**src/rtl/wkup_pkg.sv**
```systemverilog
package wkup_pkg;
   // register field positions (software-visible layout)
   localparam int FLAG_BIT = 7;
   localparam int ACK_BIT  = 6;
   localparam int SEL_BIT  = 5;
   localparam int IEN_BIT  = 4;
   localparam int PER_LSB  = 0;

   typedef enum logic {SRC_SLOW = 1'b0, SRC_FAST = 1'b1} src_sel_e;

   // log2 of terminal count for a period code; code 1 uses the base,
   // higher codes step from base+2 upward
   function automatic int term_log2(input int code, input int base_log2);
      if (code <= 1) return base_log2;
      return code + base_log2;
   endfunction
endpackage

```
**src/rtl/wkup_src_gate.sv**
```systemverilog
module wkup_src_gate
   import wkup_pkg::*;
(
   input  logic     tick_slow_i,
   input  logic     tick_fast_i,
   input  logic     stop_mode_i,
   input  logic     lvd_en_i,
   input  logic     lvd_stop_en_i,
   input  src_sel_e src_sel_i,
   output logic     tick_o
);
   logic fast_alive;

   // fast source survives stop only with both low-voltage enables
   assign fast_alive = !stop_mode_i || (lvd_en_i && lvd_stop_en_i);

   always_comb begin
      unique case (src_sel_i)
         SRC_FAST: tick_o = tick_fast_i && fast_alive;
         default:  tick_o = tick_slow_i;
      endcase
   end
endmodule

```
**src/rtl/wkup_counter.sv**
```systemverilog
module wkup_counter
   import wkup_pkg::*;
#(
   parameter int PER_W     = 3,
   parameter int BASE_LOG2 = 3,
   parameter int CNT_W     = BASE_LOG2 + (1 << PER_W) - 1
)(
   input  logic             clk_i,
   input  logic             rst_ni,
   input  logic             tick_i,
   input  logic             restart_i,
   input  logic [PER_W-1:0] period_i,
   output logic             expire_o,
   output logic [CNT_W-1:0] cnt_o
);
   localparam int NUM_CODES = 1 << PER_W;

   logic [CNT_W-1:0] cnt_q;
   logic [CNT_W-1:0] last_cnt;
   logic [CNT_W-1:0] last_tab [NUM_CODES];
   logic             running;

   // per-code terminal value, built at elaboration
   for (genvar c = 0; c < NUM_CODES; c++) begin : g_term
      localparam int SH = term_log2(c, BASE_LOG2);
      if (SH > CNT_W) begin : g_bad
         $error("wkup_counter: CNT_W too small for period code");
      end
      assign last_tab[c] = CNT_W'((64'd1 << SH) - 64'd1);
   end

   assign running  = (period_i != '0);
   assign last_cnt = last_tab[period_i];
   assign expire_o = running && tick_i && (cnt_q == last_cnt);

   always_ff @(posedge clk_i or negedge rst_ni) begin
      if (!rst_ni) begin
         cnt_q <= '0;
      end else if (restart_i || !running) begin
         cnt_q <= '0;
      end else if (tick_i) begin
         cnt_q <= expire_o ? '0 : cnt_q + 1'b1;
      end
   end

   assign cnt_o = cnt_q;
endmodule

```
**src/rtl/wkup_regs.sv**
```systemverilog
module wkup_regs
   import wkup_pkg::*;
#(
   parameter int DATA_W = 8,
   parameter int PER_W  = 3
)(
   input  logic              clk_i,
   input  logic              rst_ni,
   input  logic              wr_i,
   input  logic [DATA_W-1:0] wdata_i,
   input  logic              expire_i,
   output logic [DATA_W-1:0] rdata_o,
   output src_sel_e          src_sel_o,
   output logic [PER_W-1:0]  period_o,
   output logic              restart_o,
   output logic              irq_o
);
   logic             flag_q, flag_d;
   logic             ien_q, ien_d;
   src_sel_e         sel_q, sel_d;
   logic [PER_W-1:0] per_q, per_d;
   logic             ack_wr;
   logic             irq_q;
   logic             unused_wbits;

   assign ack_wr = wr_i && wdata_i[ACK_BIT];
   assign sel_d  = wr_i ? src_sel_e'(wdata_i[SEL_BIT]) : sel_q;
   assign ien_d  = wr_i ? wdata_i[IEN_BIT] : ien_q;
   assign per_d  = wr_i ? wdata_i[PER_LSB +: PER_W] : per_q;

   // expiry wins over a simultaneous acknowledge
   always_comb begin
      flag_d = flag_q;
      if (expire_i)    flag_d = 1'b1;
      else if (ack_wr) flag_d = 1'b0;
   end

   assign restart_o = ack_wr || (wr_i && ((per_d != per_q) || (sel_d != sel_q)));

   always_ff @(posedge clk_i or negedge rst_ni) begin
      if (!rst_ni) begin
         flag_q <= 1'b0;
         ien_q  <= 1'b0;
         sel_q  <= SRC_SLOW;
         per_q  <= '0;
         irq_q  <= 1'b0;
      end else begin
         flag_q <= flag_d;
         ien_q  <= ien_d;
         sel_q  <= sel_d;
         per_q  <= per_d;
         irq_q  <= flag_d && ien_d;
      end
   end

   always_comb begin
      rdata_o                      = '0;
      rdata_o[FLAG_BIT]            = flag_q;
      rdata_o[SEL_BIT]             = sel_q;
      rdata_o[IEN_BIT]             = ien_q;
      rdata_o[PER_LSB +: PER_W]    = per_q;
   end

   assign unused_wbits = ^{wdata_i[FLAG_BIT], wdata_i[3]};
   assign src_sel_o    = sel_q;
   assign period_o     = per_q;
   assign irq_o        = irq_q;
endmodule

```
**src/rtl/wkup_timer.sv**
```systemverilog
module wkup_timer
   import wkup_pkg::*;
#(
   parameter int DATA_W    = 8,
   parameter int PER_W     = 3,
   parameter int BASE_LOG2 = 3
)(
   input  logic              clk_i,
   input  logic              rst_ni,
   input  logic              tick_slow_i,
   input  logic              tick_fast_i,
   input  logic              stop_mode_i,
   input  logic              lvd_en_i,
   input  logic              lvd_stop_en_i,
   input  logic              reg_wr_i,
   input  logic [DATA_W-1:0] reg_wdata_i,
   output logic [DATA_W-1:0] reg_rdata_o,
   output logic              irq_o
);
   localparam int CNT_W = BASE_LOG2 + (1 << PER_W) - 1;

   if (DATA_W != 8) begin : g_bad_dw
      $error("wkup_timer: register layout needs DATA_W == 8");
   end
   if (PER_W + 1 > IEN_BIT) begin : g_bad_pw
      $error("wkup_timer: PER_W overlaps control bits");
   end
   if (BASE_LOG2 < 1) begin : g_bad_base
      $error("wkup_timer: BASE_LOG2 must be positive");
   end

   src_sel_e         src_sel_w;
   logic [PER_W-1:0] period_w;
   logic             restart_w;
   logic             tick_w;
   logic             expire_w;
   logic [CNT_W-1:0] cnt_w;

   wkup_src_gate u_gate (
      .tick_slow_i   (tick_slow_i),
      .tick_fast_i   (tick_fast_i),
      .stop_mode_i   (stop_mode_i),
      .lvd_en_i      (lvd_en_i),
      .lvd_stop_en_i (lvd_stop_en_i),
      .src_sel_i     (src_sel_w),
      .tick_o        (tick_w)
   );

   wkup_counter #(
      .PER_W     (PER_W),
      .BASE_LOG2 (BASE_LOG2),
      .CNT_W     (CNT_W)
   ) u_cnt (
      .clk_i     (clk_i),
      .rst_ni    (rst_ni),
      .tick_i    (tick_w),
      .restart_i (restart_w),
      .period_i  (period_w),
      .expire_o  (expire_w),
      .cnt_o     (cnt_w)
   );

   wkup_regs #(
      .DATA_W (DATA_W),
      .PER_W  (PER_W)
   ) u_regs (
      .clk_i     (clk_i),
      .rst_ni    (rst_ni),
      .wr_i      (reg_wr_i),
      .wdata_i   (reg_wdata_i),
      .expire_i  (expire_w),
      .rdata_o   (reg_rdata_o),
      .src_sel_o (src_sel_w),
      .period_o  (period_w),
      .restart_o (restart_w),
      .irq_o     (irq_o)
   );
endmodule

```
**config.mk**
```make
export PLATFORM = sky130hd
export DESIGN_NAME = wkup_timer
export DESIGN_NICKNAME = d
export VERILOG_FILES = /design/src/rtl/wkup_pkg.sv /design/src/rtl/wkup_src_gate.sv /design/src/rtl/wkup_counter.sv /design/src/rtl/wkup_regs.sv /design/src/rtl/wkup_timer.sv
export SDC_FILE = /design/constraint.sdc
export NUM_CORES = 1
export LEC_CHECK = 0
export BUFFER_PORTS_ARGS = -buffer_cell sky130_fd_sc_hd__buf_2
export CAP_MARGIN = 20
export CORE_UTILIZATION = 56
export DETAILED_ROUTE_END_ITERATION = 7
export PLACE_DENSITY = 0.83
export SLEW_MARGIN = 0
export SYNTH_ARGS = -nofsm -noshare
export SYNTH_HDL_FRONTEND = slang
export SYNTH_SLANG_ARGS = --single-unit
export TNS_END_PERCENT = 50
```
**constraint.sdc**
```tcl
create_clock -name clk_i -period 2.88 [get_ports clk_i]
set_clock_uncertainty 0.1 [all_clocks]
set_input_delay 0.144 -clock clk_i [delete_from_list [all_inputs] [get_ports clk_i]]
set_output_delay 0.144 -clock clk_i [all_outputs]
set_load 0.03 [all_outputs]
```
==> flow_summary.json, run 1 <==
{
  "outcome": "finished with violations",
  "violations": "hold timing",
  "holdWs_ps": -2.191,
  "synth_xor_area_share_pct": 4.941,
  "grt_max_degree": 18,
  "synth_cell_types": 38,
  "synth_edf_count": 0,
  "ys_ff_latch": 17,
  "regArea_um2": 425.4,
  "synth_compound_area_share_pct": 15.76,
  "gp_congestion": 0.8533,
  "drv_cap": 0,
  "n_fill_cell": 159,
  "finalCritPeriodShare_pct": 74.69,
  "cts_sinks": 17,
  "post_synth_mux_area_share_pct": 5.294,
  "critPathRequiredTime_ps": 3010,
  "synth_top_area_share_pct": 40.00,
  "hold_class": "in -> reg",
  "synthAdderAreaFrac_pct": 1.176,
  "clk_path_buf_depth": 2,
  "ios": 25,
  "period_needed_ps": 2151,
  "post_dp_cell_area_um2": 1139,
  "synth_warnings": 0,
  "cts_buffers": 3,
  "track_usage_pct": 25.00,
  "wl_per_cell_um": 12.80,
  "postCtsSetupRepairBufs": 0,
  "synth-simple-area-share_pct": 25.76,
  "dp_slack_ps": 766.6,
  "core_um2": 1745,
  "p_leak_nw": 0.5222,
  "syn_avg_cell_area_um2": 8.717,
  "final_nets": 157,
  "hold_viol": 2,
  "synth_top_family_by_area": "simple AND/OR/NAND/NOR gates",
  "yosysTopAreaCell": "dfrtp_1",
  "avgViaCountPerCell": 5.585,
  "cts_tree": "built",
  "final_area_um2": 1186,
  "cts-htree-levels": 1,
  "clk_latency_ps": 300,
  "die_y_um": 45.58,
  "grt_first_pass_wirelength_um": 3677,
  "cts_resized": 0,
  "grt.overflow.total": 0,
  "ant_nets": 0,
  "diodes": 0,
  "row_count": 15,
  "start_kind": "flop",
  "io_buffers": 20,
  "maxSlewHeadroom_pct": 49.96,
  "first_global_vias": 850,
  "yosysSeqAreaShare_pct": 40.00,
  "clk_pin_slew_ps": 110,
  "synth_area_um2": 1064,
  "initial_utilization_pct": 60.93,
  "wirelength_um": 2099,
  "critPathArrivalTime_ps": 2280,
  "synthCells": 122,
  "timing.final.ws_setup_ps": 728.8,
  "cts_hold_buf": 2,
  "synth-main-ff-cell": "dfrtp_1",
  "tns_ps": 0,
  "netlist_top_cells_area": "dfrtp_1 (40%), nand2_1 (7.1%), mux2_2 (5.3%), a21oi_1 (4.2%), buf_4 (4.2%)",
  "die_x_um": 45.58,
  "crit_fanout": 16,
  "setup_viol": 0,
  "multi_input_area_um2": 570.5,
  "setup.worst_path.end_class": "flop",
  "drt_first_pass_iters": 4,
  "p_total_uw": 494.8,
  "async_reset_ff_share_pct": 100.0,
  "dp_hpwl_um": 1538,
  "vias": 916,
  "setup.worst_path.class": "reg -> reg",
  "root_buffer": "clkbuf_4",
  "die-area_um2": 2078,
  "drive_gt1_share_pct": 23.74,
  "first_iter_violations": 15,
  "antenna_found_initial": 0,
  "timing.fmax_mhz": 464.9,
  "rsz0062_at_grt": "false",
  "worst_pin_slew_ps": 745.6,
  "synthToLayoutAreaGrowth_pct": 11.53,
  "p_per_area_nw_per_um2": 417.2,
  "maxSlewViolCount": 0,
  "ir_worst_vdd_uv": 344.9,
  "drc": 0
}
-- final timing paths --
check | slack (ps) | from | cells after the start | endpoint
max in group asynchronous | 2220 | rst_ni | 2 | u_cnt.cnt_o[9]
min in group asynchronous | 180 | rst_ni | 2 | u_cnt.cnt_o[6]
hold / removal | -2 | reg_wdata_i[5] | 2 | u_regs.src_sel_o
setup / recovery | 730 | u_regs.src_sel_o | 6 | u_cnt.cnt_o[6]
hold reg to reg | 400 | u_regs.flag_q | 2 | u_regs.flag_q
setup reg to reg | 730 | u_regs.src_sel_o | 6 | u_cnt.cnt_o[6]
-- report_power, final --
group | internal, mW | switching [mW]
sequential | 0.248 | 0.0175
combinational | 0.0383 | 0.0590
clock | 0.0517 | 0.0808
-- layout make-up --
type	instances	share of cell area (%)
clock inverters	1	0.4219
flip-flops and latches	17	35.86
multi-input cells	94	48.10
clock buffers	3	1.899
repair buffers	23	10.76
well taps	25	2.637
inverters	1	0.3165
-- stage by stage --
stage	std cells	utilization (%)
5_1_grt	164	67.96
6_report	164	67.96
2_1_floorplan	123	-
4_1_cts	164	67.96
3_5_place_dp	158	65.23
3_3_place_gp	158	65.23
-- state kept, by name, summed over array words and instances, names as in the netlist --
name / count
u_cnt.cnt_o: 10
u_regs.ien_q: 1
u_regs.period_o: 3
u_regs.flag_q: 1
u_regs.src_sel_o: 1
u_regs.irq_o: 1
-- cell families after synthesis --
group,Yosys count
AND/OR/NAND/NOR,55
AO/OA/AOI/OAI,25
flip-flops,17
buffers and inverters,12
XOR/XNOR,6
multiplexers,5
adder cells (fa/ha/maj),1
other,1
-- worst max-delay path, cell delays in order (launching register included) --
cell,delay [ps]
dfrtp_1,440
nor2b_1,80
a31oi_2,570
nor2_1,120
o2111ai_1,250
or3b_1,400
a21oi_1,120
-- cells in the mapped netlist (2+ instances only) --
cell / number
mux2_2: 5
and2_1: 2
o21ai_0: 4
xor2_1: 2
nor3_1: 3
buf_4: 6
nand3_1: 5
nor2b_1: 3
clkbuf_1: 2
nor3b_1: 2
nor2_1: 11
a31oi_1: 2
buf_2: 3
a21oi_1: 9
xnor2_1: 4
nand2_1: 20
dfrtp_1: 17
nand4_1: 2
-- layout by cell type (no fill, tap or decap), types with 3 or more instances in the layout --
master	netlist	final
a21oi_1	9	9
buf_2	3	20
clkbuf_4	0	3
dfrtp_1	17	17
mux2_2	5	5
nand2_1	20	20
nand3_1	5	5
nor2_1	11	11
nor2b_1	3	3
nor3_1	3	3
o21ai_0	4	4
xnor2_1	4	4
-- per-layer routing --
layer | GRT usage (%) | share of wire, % | vias up | routed length (um)
li1 | - | - | 454 | -
met4 | 9.091 | 1.8 | 0 | 38
met3 | 2.381 | 2.7 | 4 | 57
met5 | 0 | 0 | - | 0
met2 | 43.43 | 49 | 25 | 1030
met1 | 31.98 | 46 | 433 | 973
No activity file was read; power rests on OpenSTA's default activity.
==> run 2: changes to the inputs <==
--- a/config.mk
+++ b/config.mk
@@ -7,9 +7,9 @@
 export LEC_CHECK = 0
 export BUFFER_PORTS_ARGS = -buffer_cell sky130_fd_sc_hd__buf_2
 export CAP_MARGIN = 20
-export CORE_UTILIZATION = 56
+export CORE_UTILIZATION = 47
 export DETAILED_ROUTE_END_ITERATION = 7
-export PLACE_DENSITY = 0.83
+export PLACE_DENSITY = 0.74
 export SLEW_MARGIN = 0
 export SYNTH_ARGS = -nofsm -noshare
 export SYNTH_HDL_FRONTEND = slang
==> constraint.sdc (replaced) <==
create_clock -name clk_i -period 1.8 [get_ports clk_i]
set_clock_uncertainty 0.1 [all_clocks]
set_input_delay 0.09 -clock clk_i [delete_from_list [all_inputs] [get_ports clk_i]]
set_output_delay 0.09 -clock clk_i [all_outputs]
set_load 0.03 [all_outputs]
==> run 2 against run 1 <==
Compared with the run above:
- the run ends with setup timing left
- register-to-register slack worse by 750 ps
- non-clock buffer count up 15
- clock power up 59%
- final cell count up 10%
- highest routed layer unchanged
- hold slack better by 22 ps
- largest power group unchanged
==> flow_summary.json, run 2 (synthesis results as in run 1) <==
{
  "outcome": "finished with violations",
  "violations": "setup timing",
  "root_buffer": "clkbuf_4",
  "io_buffers": 20,
  "initial_utilization_pct": 52.08,
  "cts_buffers": 3,
  "pwr-share-comb_pct": 24.5,
  "hold_class": "in -> reg",
  "start_kind": "flop",
  "p_per_area_nw_per_um2": 621.1,
  "grt_max_degree": 18,
  "final_util_pct": 65.81,
  "drv_cap": 0,
  "switchingPower_uw": 263.3,
  "wl_per_cell_um": 13.49,
  "wirelength_um": 2441,
  "timing.final.ws_setup_ps": -16.92,
  "die_y_um": 49.57,
  "period_needed_ps": 1817,
  "rsz0062_at_grt": "true",
  "drive_gt1_share_pct": 33.12,
  "grt_first_pass_wirelength_um": 4112,
  "tns_ps": -19.34,
  "gp_congestion": 0.7920,
  "swShare_pct": 31.55,
  "dp_hpwl_um": 1674,
  "die-area_um2": 2457,
  "crit_fanout": 10,
  "p_leak_nw": 0.5902,
  "antenna_found_initial": 0,
  "diodes": 0,
  "final_cell_mix": "nand2_1 (20), buf_2 (20), dfrtp_1 (13)",
  "avgViaCountPerCell": 5.481,
  "track_usage_pct": 21.73,
  "setup.worst_path.end_class": "flop",
  "clk_pin_slew_ps": 110,
  "synthToLayoutAreaGrowth_pct": 26.35,
  "cts-htree-levels": 1,
  "seqPwrFrac_pct": 50.4,
  "cts_sinks": 17,
  "maxSlewViolCount": 0,
  "critPathArrivalTime_ps": 1940,
  "die_x_um": 49.57,
  "critPathRequiredTime_ps": 1930,
  "first_global_vias": 949,
  "clk_latency_ps": 300,
  "drt_first_pass_iters": 5,
  "clk_path_buf_depth": 2,
  "timing.fmax_mhz": 550.4,
  "first_iter_violations": 23,
  "ant_nets": 0,
  "hold_viol": 0,
  "finalCritPeriodShare_pct": 100.9,
  "clockPowerShare_pct": 25.1,
  "drc": 0,
  "core_um2": 2042,
  "setup_viol": 2,
  "vias": 992,
  "setup.worst_path.class": "reg -> reg",
  "row_count": 16,
  "internal_power_uw": 571.4,
  "ir_worst_vdd_uv": 527.5,
  "largest_reg_flops": 10,
  "cts_tree": "built",
  "grt.overflow.total": 0,
  "final_nets": 172,
  "ios": 25
}
[run 2: cell types whose count changed in the layout (fill, tap and decap cells not counted), sizes merged]
| cell | before | now |
|---|---|---|
| dlygate4sd3 | 2 | 7 |
| buf | 21 | 31 |
[run 2: metal layers]
| metal | GRT usage [%] | share of wire (%) | vias up |
|---|---|---|---|
| li1 | - | - | 484 |
| met1 | 27.08 | 47 | 479 |
| met2 | 36.04 | 48 | 22 |
| met3 | 4.012 | 3.0 | 7 |
| met4 | 10.00 | 1.8 | 0 |
| met5 | 0 | 0 | - |
[run 2: final timing paths]
kind	start	end	slack [ps]	cells after the start
max in group asynchronous	rst_ni	u_regs.period_o[2]	1150	2
hold / removal	reg_wr_i	u_regs.period_o[0]	20	2
min in group asynchronous	rst_ni	u_regs.src_sel_o	150	2
setup reg to reg	u_regs.period_o[1]	u_cnt.cnt_o[6]	-20	6
setup / recovery	u_regs.period_o[1]	u_cnt.cnt_o[6]	-20	6
hold reg to reg	u_regs.flag_q	u_regs.flag_q	410	2
[run 2: worst max-delay path, stage by stage, from the launching register on]
cell and delay [ps]:
dfrtp_2 490, and4b_1 210, a311oi_2 240, o31ai_1 110, o2111ai_1 100, or3b_1 380
a21oi_2 110
[run 2: what timing repair did]
item | 4_1_cts | 5_1_grt
endpoints found under the hold margin | 23 | 0
setup buffers | 0 | 0
hold buffers | 7 | 0
resized for setup | 0 | 7
endpoints found under the setup margin | 0 | 10
[run 2: cell type report]
class / instances / area, um^2
Clock buffer: 3 / 22.52
Clock inverter: 1 / 5.005
Fill cell: 177 / 698.2
Inverter: 1 / 3.754
Multi-Input combinational cell: 94 / 595.6
Sequential cell: 17 / 430.4
Tap cell: 27 / 33.78
Timing Repair Buffer: 38 / 252.7
[run 2: power groups by stage]
stage	logic [mW]	registers [mW]	clock network [mW]
finish	0.204	0.421	0.210
global placement	0.177	0.426	0
CTS	0.197	0.419	0.216
floorplan	0.126	0.431	0
detailed placement	0.185	0.427	0
global route	0.222	0.424	0.226
[run 2: stage by stage]
step	total power [mW]	hold WS, ps	worst slack [ps]	std cells	area, um^2
2_1_floorplan	0.5569	-305.6	-5.322	123	1087
3_3_place_gp	0.6025	-71.50	55.90	170	1220
3_5_place_dp	0.6117	-59.30	43.85	170	1220
4_1_cts	0.8325	2.693	2.370	181	1318
5_1_grt	0.8720	49.76	-94.10	181	1344
6_report	0.8347	20.18	-16.92	181	1344
